--- config.mk ---
export PLATFORM = sky130hd
export DESIGN_NAME = cdt_timer
export DESIGN_NICKNAME = d
export VERILOG_FILES = /design/src/rtl/cdt_pkg.sv /design/src/rtl/cdt_regs.sv /design/src/rtl/cdt_prescaler.sv /design/src/rtl/cdt_counter.sv /design/src/rtl/cdt_timer.sv
export SDC_FILE = /design/constraint.sdc
export NUM_CORES = 1
export LEC_CHECK = 0
export CELL_PAD_IN_SITES_DETAIL_PLACEMENT = 0
export CELL_PAD_IN_SITES_GLOBAL_PLACEMENT = 1
export CORE_MARGIN = 2
export CORE_UTILIZATION = 42
export DETAILED_ROUTE_END_ITERATION = 16
export GPL_ROUTABILITY_DRIVEN = 0
export HOLD_SLACK_MARGIN = 0.02
export PLACE_DENSITY_LB_ADDON = 0.1
export SYNTH_ARGS = -nofsm -noshare
export SYNTH_HDL_FRONTEND = slang
export SYNTH_SLANG_ARGS = --single-unit
--- constraint.sdc ---
create_clock -name clk -period 4.1 [get_ports clk]
set_clock_uncertainty 0.05 [all_clocks]
set_input_delay 0.82 -clock clk [delete_from_list [all_inputs] [get_ports clk]]
set_output_delay 0.82 -clock clk [all_outputs]
set_load 0.005 [all_outputs]
--- src/rtl/cdt_pkg.sv ---
package cdt_pkg;

  localparam int VEC_W     = 8;
  localparam int SHIFT_W   = 3;
  localparam int PRE_W     = 7;   // enough for the largest shift

  localparam logic [1:0] A_ENTRY = 2'd0;
  localparam logic [1:0] A_INIT  = 2'd1;
  localparam logic [1:0] A_CUR   = 2'd2;
  localparam logic [1:0] A_DIV   = 2'd3;

  localparam int ENT_MASK_BIT = 16;
  localparam int ENT_PER_BIT  = 17;

  typedef struct packed {
    logic             periodic;
    logic             mask;
    logic [VEC_W-1:0] vec;
  } entry_t;

  // divide code 7 -> shift 0, codes 0..6 -> shift 1..7
  function automatic logic [SHIFT_W-1:0] code_to_shift(input logic [2:0] code);
    if (code == 3'd7) return '0;
    else              return code + 3'd1;
  endfunction

endpackage

--- src/rtl/cdt_regs.sv ---
module cdt_regs
  import cdt_pkg::*;
#(
  parameter int DATA_W = 32,
  parameter int CNT_W  = 32
) (
  input  logic              clk,
  input  logic              rst_n,
  input  logic              wr_en,
  input  logic [1:0]        addr,
  input  logic [DATA_W-1:0] wdata,
  input  logic [CNT_W-1:0]  cur_cnt,
  output entry_t            entry,
  output logic [CNT_W-1:0]  init_cnt,
  output logic [2:0]        div_code,
  output logic              load,
  output logic [DATA_W-1:0] rdata
);

  entry_t             entry_q, entry_d;
  logic [CNT_W-1:0]   init_q, init_d;
  logic [2:0]         div_q, div_d;
  logic               ent_we, init_we, div_we;

  assign ent_we  = wr_en && (addr == A_ENTRY);
  assign init_we = wr_en && (addr == A_INIT);
  assign div_we  = wr_en && (addr == A_DIV);

  always_comb begin
    entry_d = entry_q;
    init_d  = init_q;
    div_d   = div_q;
    if (ent_we) begin
      entry_d.vec      = wdata[VEC_W-1:0];
      entry_d.mask     = wdata[ENT_MASK_BIT];
      entry_d.periodic = wdata[ENT_PER_BIT];
    end
    if (init_we) init_d = wdata[CNT_W-1:0];
    if (div_we)  div_d  = {wdata[3], wdata[1], wdata[0]};
  end

  always_ff @(posedge clk or negedge rst_n) begin
    if (!rst_n) begin
      entry_q.periodic <= 1'b0;
      entry_q.mask     <= 1'b1;
      entry_q.vec      <= '0;
      init_q           <= '0;
      div_q            <= '0;
    end else begin
      if (ent_we)  entry_q <= entry_d;
      if (init_we) init_q  <= init_d;
      if (div_we)  div_q   <= div_d;
    end
  end

  always_comb begin
    rdata = '0;
    case (addr)
      A_ENTRY: begin
        rdata[VEC_W-1:0]   = entry_q.vec;
        rdata[ENT_MASK_BIT] = entry_q.mask;
        rdata[ENT_PER_BIT]  = entry_q.periodic;
      end
      A_INIT:  rdata[CNT_W-1:0] = init_q;
      A_CUR:   rdata[CNT_W-1:0] = cur_cnt;
      default: begin
        rdata[3] = div_q[2];
        rdata[1] = div_q[1];
        rdata[0] = div_q[0];
      end
    endcase
  end

  logic unused_wbits;
  assign unused_wbits = ^wdata;

  assign entry    = entry_q;
  assign init_cnt = init_q;
  assign div_code = div_q;
  assign load     = init_we;


  entry_wr_chk: assert property (@(posedge clk) disable iff (!rst_n)
    ent_we |=> (entry_q.vec == $past(wdata[VEC_W-1:0])) &&
               (entry_q.mask == $past(wdata[ENT_MASK_BIT])));


  div_wr_chk: assert property (@(posedge clk) disable iff (!rst_n)
    div_we |=> rdata_div_ok(div_q, $past(wdata[3:0])));

  function automatic logic rdata_div_ok(input logic [2:0] q, input logic [3:0] w);
    return q == {w[3], w[1], w[0]};
  endfunction

endmodule

--- src/rtl/cdt_prescaler.sv ---
module cdt_prescaler
  import cdt_pkg::*;
(
  input  logic               clk,
  input  logic               rst_n,
  input  logic               restart,
  input  logic [SHIFT_W-1:0] shift,
  output logic               tick
);

  logic [PRE_W-1:0] pre_q, pre_d;
  logic [PRE_W-1:0] span_mask;

  assign span_mask = (PRE_W'(1) << shift) - PRE_W'(1);

  always_comb begin
    if (restart) pre_d = '0;
    else         pre_d = pre_q + PRE_W'(1);
  end

  always_ff @(posedge clk or negedge rst_n) begin
    if (!rst_n) pre_q <= '0;
    else        pre_q <= pre_d;
  end

  assign tick = ((pre_q & span_mask) == span_mask);


  div1_every_cycle_chk: assert property (@(posedge clk) disable iff (!rst_n)
    (shift == '0) |-> tick);


  restart_gap_chk: assert property (@(posedge clk) disable iff (!rst_n)
    (restart && shift != '0 && $stable(shift)) |=> (!tick || shift != $past(shift)));

endmodule

--- src/rtl/cdt_counter.sv ---
module cdt_counter
  import cdt_pkg::*;
#(
  parameter int CNT_W = 32
) (
  input  logic             clk,
  input  logic             rst_n,
  input  logic             load,
  input  logic [CNT_W-1:0] load_val,
  input  logic [CNT_W-1:0] init_cnt,
  input  logic             tick,
  input  entry_t           entry,
  output logic [CNT_W-1:0] cur_cnt,
  output logic             irq,
  output logic [VEC_W-1:0] irq_vec
);

  logic [CNT_W-1:0] cur_q, cur_d;
  logic             done_q, done_d;
  logic             irq_q, irq_d;
  logic [VEC_W-1:0] vec_q, vec_d;
  logic             at_zero, expire;

  assign at_zero = (cur_q == '0);

  always_comb begin
    cur_d  = cur_q;
    done_d = done_q;
    expire = 1'b0;
    if (load) begin
      cur_d  = load_val;
      done_d = 1'b0;
    end else if (tick) begin
      if (!at_zero) begin
        cur_d = cur_q - CNT_W'(1);
      end else begin
        if (entry.periodic) cur_d = init_cnt;
        if (init_cnt != '0 && (entry.periodic || !done_q)) expire = 1'b1;
        if (!entry.periodic) done_d = 1'b1;
      end
    end
    irq_d = expire && !entry.mask;
    vec_d = irq_d ? entry.vec : vec_q;
  end

  always_ff @(posedge clk or negedge rst_n) begin
    if (!rst_n) begin
      cur_q  <= '0;
      done_q <= 1'b0;
      irq_q  <= 1'b0;
      vec_q  <= '0;
    end else begin
      cur_q  <= cur_d;
      done_q <= done_d;
      irq_q  <= irq_d;
      if (irq_d) vec_q <= vec_d;
    end
  end

  assign cur_cnt = cur_q;
  assign irq     = irq_q;
  assign irq_vec = vec_q;


  load_value_chk: assert property (@(posedge clk) disable iff (!rst_n)
    load |=> cur_q == $past(load_val));


  oneshot_hold_chk: assert property (@(posedge clk) disable iff (!rst_n)
    (!load && !entry.periodic && at_zero) |=> cur_q == '0);


  single_pulse_chk: assert property (@(posedge clk) disable iff (!rst_n)
    irq_q |=> !irq_q);


  zero_period_chk: assert property (@(posedge clk) disable iff (!rst_n)
    (entry.periodic && init_cnt == '0 && !load) |=> !irq_q);


  masked_quiet_chk: assert property (@(posedge clk) disable iff (!rst_n)
    irq_q |-> !$past(entry.mask));


  load_wins_chk: assert property (@(posedge clk) disable iff (!rst_n)
    load |=> !irq_q);

endmodule

--- src/rtl/cdt_timer.sv ---
module cdt_timer
  import cdt_pkg::*;
#(
  parameter int DATA_W = 32,
  parameter int CNT_W  = 32
) (
  input  logic              clk,
  input  logic              rst_n,
  input  logic              reg_wr,
  input  logic [1:0]        reg_addr,
  input  logic [DATA_W-1:0] reg_wdata,
  output logic [DATA_W-1:0] reg_rdata,
  output logic              tmr_irq,
  output logic [VEC_W-1:0]  tmr_vec
);

  entry_t             entry;
  logic [CNT_W-1:0]   init_cnt;
  logic [CNT_W-1:0]   cur_cnt;
  logic [2:0]         div_code;
  logic               load;
  logic               tick;
  logic [SHIFT_W-1:0] shift;

  assign shift = code_to_shift(div_code);

  cdt_regs #(.DATA_W(DATA_W), .CNT_W(CNT_W)) regs_i (
    .clk      (clk),
    .rst_n    (rst_n),
    .wr_en    (reg_wr),
    .addr     (reg_addr),
    .wdata    (reg_wdata),
    .cur_cnt  (cur_cnt),
    .entry    (entry),
    .init_cnt (init_cnt),
    .div_code (div_code),
    .load     (load),
    .rdata    (reg_rdata)
  );

  cdt_prescaler pre_i (
    .clk     (clk),
    .rst_n   (rst_n),
    .restart (load),
    .shift   (shift),
    .tick    (tick)
  );

  cdt_counter #(.CNT_W(CNT_W)) cnt_i (
    .clk      (clk),
    .rst_n    (rst_n),
    .load     (load),
    .load_val (reg_wdata[CNT_W-1:0]),
    .init_cnt (init_cnt),
    .tick     (tick),
    .entry    (entry),
    .cur_cnt  (cur_cnt),
    .irq      (tmr_irq),
    .irq_vec  (tmr_vec)
  );

endmodule

Yosys cells after proc, flatten, opt, wreduce, memory -nomap -nowiden --
Cells that the tools add are included. W data, S select, Z words.
Word-level totals: register bits 94, input bits 37, output and inout bits 41, logic and storage cells 59
Cells by class: add/subtract/negate cells 4, eq/ne operators 7, shift-type cells 1, mux-type cells 21, bitwise operators 1, reductions and logical operators 15
Operator list (count):
- $mux W32 | 4
- $logic_not A32 Y1 | 1
- $reduce_bool A32 Y1 | 1
- $sub A32 B1 Y32 const B | 1
- $pmux W14 S2 | 1
- $pmux W8 S2 | 1
- $pmux W2 S3 | 2
- $pmux W4 S3 | 1
- $mux W1 | 8
- $add A7 B1 Y7 const B | 1
- $and A7 B7 Y7 | 1
- $eq A7 B7 Y1 | 1
- $mux W7 | 1
- $shl A1 B3 Y7 const A | 1
- $sub A7 B2 Y7 const B | 1
- $pmux W1 S3 | 2
- $logic_and A1 B1 Y1 | 5
- $eq A2 B2 Y1 const B | 2
- $reduce_bool A2 Y1 | 2
- $add A3 B1 Y3 const B | 1
- $eq A3 B3 Y1 const B | 1
- $mux W3 | 1
- $ne A3 B2 Y1 const B | 1
- $reduce_and A3 Y1 | 1
- 6 further kinds | 7

Logic depth before layout (Yosys ltp) --
word-level depth 9, mapped depth 12, mapped depth without buffers 11

Cells and area by module --
From an unflattened synthesis, not the netlist that was laid out.
Second synthesis, totals: cell total of the unflattened synthesis 588, area, all modules 5791.8 um2
By module, submodules not included:
- cdt_counter | times used 1, cells each 363, area each 2997.9 um2, sequential area each 1051.0 um2
- cdt_regs | times used 1, cells each 182, area each 2402.3 um2, sequential area each 1127.3 um2
- cdt_prescaler | times used 1, cells each 39, area each 356.6 um2, sequential area each 175.2 um2
- cdt_timer | times used 1, cells each 4, area each 35.0 um2, sequential area each 0.0 um2

Least setup slack after synthesis --
Ideal clock, no wire load.
path kind register -> register, start register regs_i.div_q[0], in the netlist regs_i.div_code[0], end register cnt_i.vec_q[0], in the netlist cnt_i.irq_vec[0], library setup time 0.125 ns, arrival 2.971 ns, required time 3.925 ns, setup slack 0.954 ns, stages on the path, launching flop included 12, buffers on the path 0, period minus slack after synthesis 3.146 ns, path through dfrtp_1 ha_1 ha_1 inv_1 o21ai_0 ha_1 xnor2_1 nor4b_1 a311oi_1 nand2_1 nor4_4 mux2_2
Between the ends: word-level cells in the longest chain between the ends 9, elaborated cells on any way between the ends 10, classes of those cells 2 x add/sub; 2 x eq/ne; 1 x shift; 3 x mux; 1 x bitwise; 1 x reduce/logical
Ends and longest elaborated chain:
- start: declaration | line cdt_regs.sv:22 | logic [2:0] div_q, div_d;
- start signal: assignment | line cdt_regs.sv:52 | if (div_we) div_q <= div_d;
- $add A3 B1 Y3 / $eq A3 B3 Y1 (equally long branches) | line cdt_pkg.sv:24, cdt_pkg.sv:23
- $mux W3 * | line cdt_pkg.sv:23 | if (code == 3'd7) return '0;
- $shl A1 B3 Y7 * | line cdt_prescaler.sv:14 | assign span_mask = (PRE_W'(1) << shift) - PRE_W'(1);
- $sub A7 B2 Y7 * | line cdt_prescaler.sv:14
- $and A7 B7 Y7 | line cdt_prescaler.sv:26 | assign tick = ((pre_q & span_mask) == span_mask);
- $eq A7 B7 Y1 * | line cdt_prescaler.sv:26
- $mux W1 * | line cdt_counter.sv:33 | end else if (tick) begin
- $mux W1 * | line cdt_counter.sv:30 | if (load) begin
- $logic_and A1 B1 Y1 * | line cdt_counter.sv:42 | irq_d = expire && !entry.mask;
- end signal: assignment | line cdt_counter.sv:56 | if (irq_d) vec_q <= vec_d;
- end: declaration | line cdt_counter.sv:21 | logic [VEC_W-1:0] vec_q, vec_d;
Every way passes the cells marked *; elsewhere a longest branch is shown, timed or not. A chain may end at the register's enable or synchronous reset.

Worst setup path in the final report --
start input reg_addr[0], end output reg_rdata[23]
Between the ends: word-level cells in the longest chain between the ends 2, elaborated cells on any way between the ends 3, classes of those cells 2 x eq/ne; 1 x mux
Ends and longest elaborated chain:
- start: declaration | line cdt_timer.sv:10 | input logic [1:0] reg_addr,
- $eq A2 B2 Y1 / $eq A2 B1 Y1 (equally long branches) | line cdt_regs.sv:58 | case (addr)
- $pmux W14 S2 * | line cdt_regs.sv:58
- end: declaration | line cdt_timer.sv:12 | output logic [DATA_W-1:0] reg_rdata,
Marks and branches as above.

==> results.py <==
metrics = {
    "detailed_routing": {
        "dr.first_iter.drc_count": 418,
        "vias_per_cell": 5.79,
        "drc": 0,
        "wirelength_mm": 17.3,
        "ant_nets": 0,
        "vias": 5123,
        "first_pass_iters": 6,
        "wl_per_cell_um": 19.5,
    },
    "power_and_ir_drop": {
        "p_total_mw": 3.45,
        "vdd_drop_max_v": 0.000217,
        "swShare_pct": 38.4,
        "powerDensity_mw_per_mm2": 499,
        "p_seq_share_pct": 43.3,
        "clkPwrFrac_pct": 23.1,
        "power_switching_mw": 1.33,
        "p_leak_nw": 2.91,
        "p_int_mw": 2.12,
        "pwr-share-comb_pct": 33.7,
    },
    "clocking": {
        "cts_setup_buffers": 0,
        "cts.path.max_buffers": 2,
        "clock_sinks": 94,
        "cts_root_buf": "clkbuf_16",
        "cts_hold_buf": 0,
        "cts_resized": 0,
        "insertion_delay_ps": 350,
        "cts_tree": "yes",
        "numCtsBuffers": 9,
        "clk_pin_slew_ps": 70,
        "htreeDepth": 3,
    },
    "yosys": {
        "synth-seq-cells": 94,
        "synth_edf_count": 0,
        "synth.most_common_cell": "nand2_1",
        "synth_top_area_share_pct": 41.1,
        "yosysTopAreaCell": "dfrtp_1",
        "yosysWarnings": 0,
        "yosys-top-cells-count": "123 x nand2_1, 93 x dfrtp_1, 39 x nor2_1",
        "synth.area.top_cells": "dfrtp_1 41%, nand2_1 8.2%, mux2_2 5.4%",
        "postSynthAreaPerCell_um2": 8.81,
        "syn_inst": 642,
        "synth-async-reset-ratio_pct": 100,
        "yosysSeqAreaShare_pct": 41.6,
        "syn-num-nets": 690,
        "synth_area_mm2": 0.00566,
        "synth_flop_cell": "dfrtp_1",
        "synth.distinct_cells": 56,
    },
    "worst_setup_path": {
        "cp_common_cell": "clkdlybuf4s50_1",
        "arrival_ps": 2980,
        "path_cells": "clkdlybuf4s50_1 -> inv_1 -> ha_1 -> buf_4 -> a22oi_1 -> nor2b_1 -> clkdlybuf4s50_1",
        "start_kind": "input pin",
        "crit_fanout": 13,
        "end_kind": "output pin",
        "crit_required_ps": 3230,
        "worst_path_max_delay_cell": "ha_1",
        "r2r_setup_slack_ps": 460,
        "cpPeakStageDelay_ps": 510,
        "path_class": "in -> out",
    },
    "place": {
        "portBuffers": 77,
        "place_ws_ps": 255,
        "place_hpwl_mm": 12.1,
        "place_inst": 869,
    },
    "timing": {
        "fin_crit_ps": 3850,
        "fin_tns_setup_ps": 0,
        "setup_ws_ps": 253,
        "tightest_slew_ps": 961,
        "final-max-slew-violation-count": 0,
        "fin_crit_sh_pct": 93.8,
        "setup_viol": 0,
        "hold_viol_final": 0,
        "max_freq_mhz": 260,
        "slew_headroom_pct": 35.4,
        "rsz0062_at_grt": "false",
    },
    "layout": {
        "drive_above_1_share_pct": 10.2,
        "antenna_cells": 0,
        "nFillCells": 1313,
        "fin_nets": 752,
        "stdcell_count": 885,
        "area_growth_pct": 22.1,
    },
    "flow_run": {
        "drv_cap": 0,
    },
    "global_routing": {
        "overflow": 0,
        "antenna_found_initial": 0,
        "grt_max_degree": 65,
        "grt.total_usage_pct": 25.6,
        "grt_pass1_vias": 5243,
        "grt_pass1_wl_mm": 28.7,
    },
    "die": {
        "die_w_um": 120,
        "start_util_pct": 42.9,
        "die_h_um": 120,
        "pin_count": 78,
        "die_area_mm2": 0.0144,
        "core_area_mm2": 0.0132,
        "num_rows": 42,
    },
    "run_status": {
        "status": "complete, no violations",
    },
    "worst_hold_path": {
        "hold_path_class": "reg -> reg",
    },
}
==> layout make-up <==
type	count	area, um^2	area share, %
sequential	94	2350	34.1
clock buffer	9	225	3.26
clock inverter	7	48.8	0.706
tap	176	220	3.19
inverter	15	56.3	0.815
multi-input combinational	489	3060	44.3
timing repair buffer	95	941	13.6
==> kinds of logic after synthesis <==
kind of cell / share of synthesized area, %
compound gates: 17.6
xor+xnor: 2.63
fa+ha+maj: 2.43
buf+inv: 4.36
flops: 41.6
mux: 7.32
simple gates: 24.1
==> worst max-delay path: cells and delay by family <==
family / cells / cell delay [ps]
simple gates: 1 / 130
buf+inv: 4 / 1400
fa+ha+maj: 1 / 510
compound gates: 1 / 110
==> flip-flops by register name (all words and copies together) (netlist names) <==
signal / count
pre_i.pre_q: 7
cnt_i.done_q: 1
cnt_i.irq_vec: 8
regs_i.div_code: 3
cnt_i.irq: 1
regs_i.init_cnt: 32
regs_i.entry: 10
cnt_i.cur_cnt: 32
==> cell usage in the layout, fill, tap and decap left out, types with 17 or more instances in the layout <==
cell,count
mux2_2,27
nor2b_1,25
a22oi_1,24
o21ai_0,27
a21oi_1,25
clkdlybuf4s50_1,76
nor2_1,39
nor3_1,23
dfrtp_1,93
nor4_1,17
nand2_1,123
==> power by group through the flow <==
| stage | registers (mW) | clock network (mW) | logic, mW |
|---|---|---|---|
| detailed placement | 1.50 | 0 | 1.16 |
| CTS | 1.49 | 0.814 | 1.17 |
| global placement | 1.50 | 0 | 1.12 |
| floorplan | 1.37 | 0 | 0.833 |
| global route | 1.53 | 0.851 | 1.31 |
| finish | 1.49 | 0.796 | 1.16 |
==> per-stage QoR <==
step	area, um^2	utilization, %	hold WS [ps]
after global placement	6640	50.3	428
final	6910	52.4	448
after CTS	6910	52.4	444
after global routing	6910	52.4	462
after floorplan	5660	-	398
after detailed placement	6640	50.3	435
==> final timing paths <==
kind	start	end	depth (start not counted)
min	pre_i.pre_q[0]$_DFF_PN0_	pre_i.pre_q[0]$_DFF_PN0_	1
max reg2reg	regs_i.div_code[0]$_DFFE_PN0P_	cnt_i.irq_vec[7]$_DFFE_PN0P_	11
min in group asynchronous	rst_n	regs_i.init_cnt[26]$_DFFE_PN0P_	1
max in group asynchronous	rst_n	cnt_i.cur_cnt[24]$_DFFE_PN0P_	2
min reg2reg	pre_i.pre_q[0]$_DFF_PN0_	pre_i.pre_q[0]$_DFF_PN0_	1
max	reg_addr[0]	reg_rdata[23]	7
==> metal layers <==
metal	share of wire [%]	track usage, %	vias to the layer above	routed length (um)
met5	0	0	-	0
met4	2.3	10.1	0	391
met3	5.1	4.13	20	875
met2	47	41.0	154	8160
met1	45	34.7	2505	7840
li1	-	-	2444	-
Power figures use the tool's default switching activity.
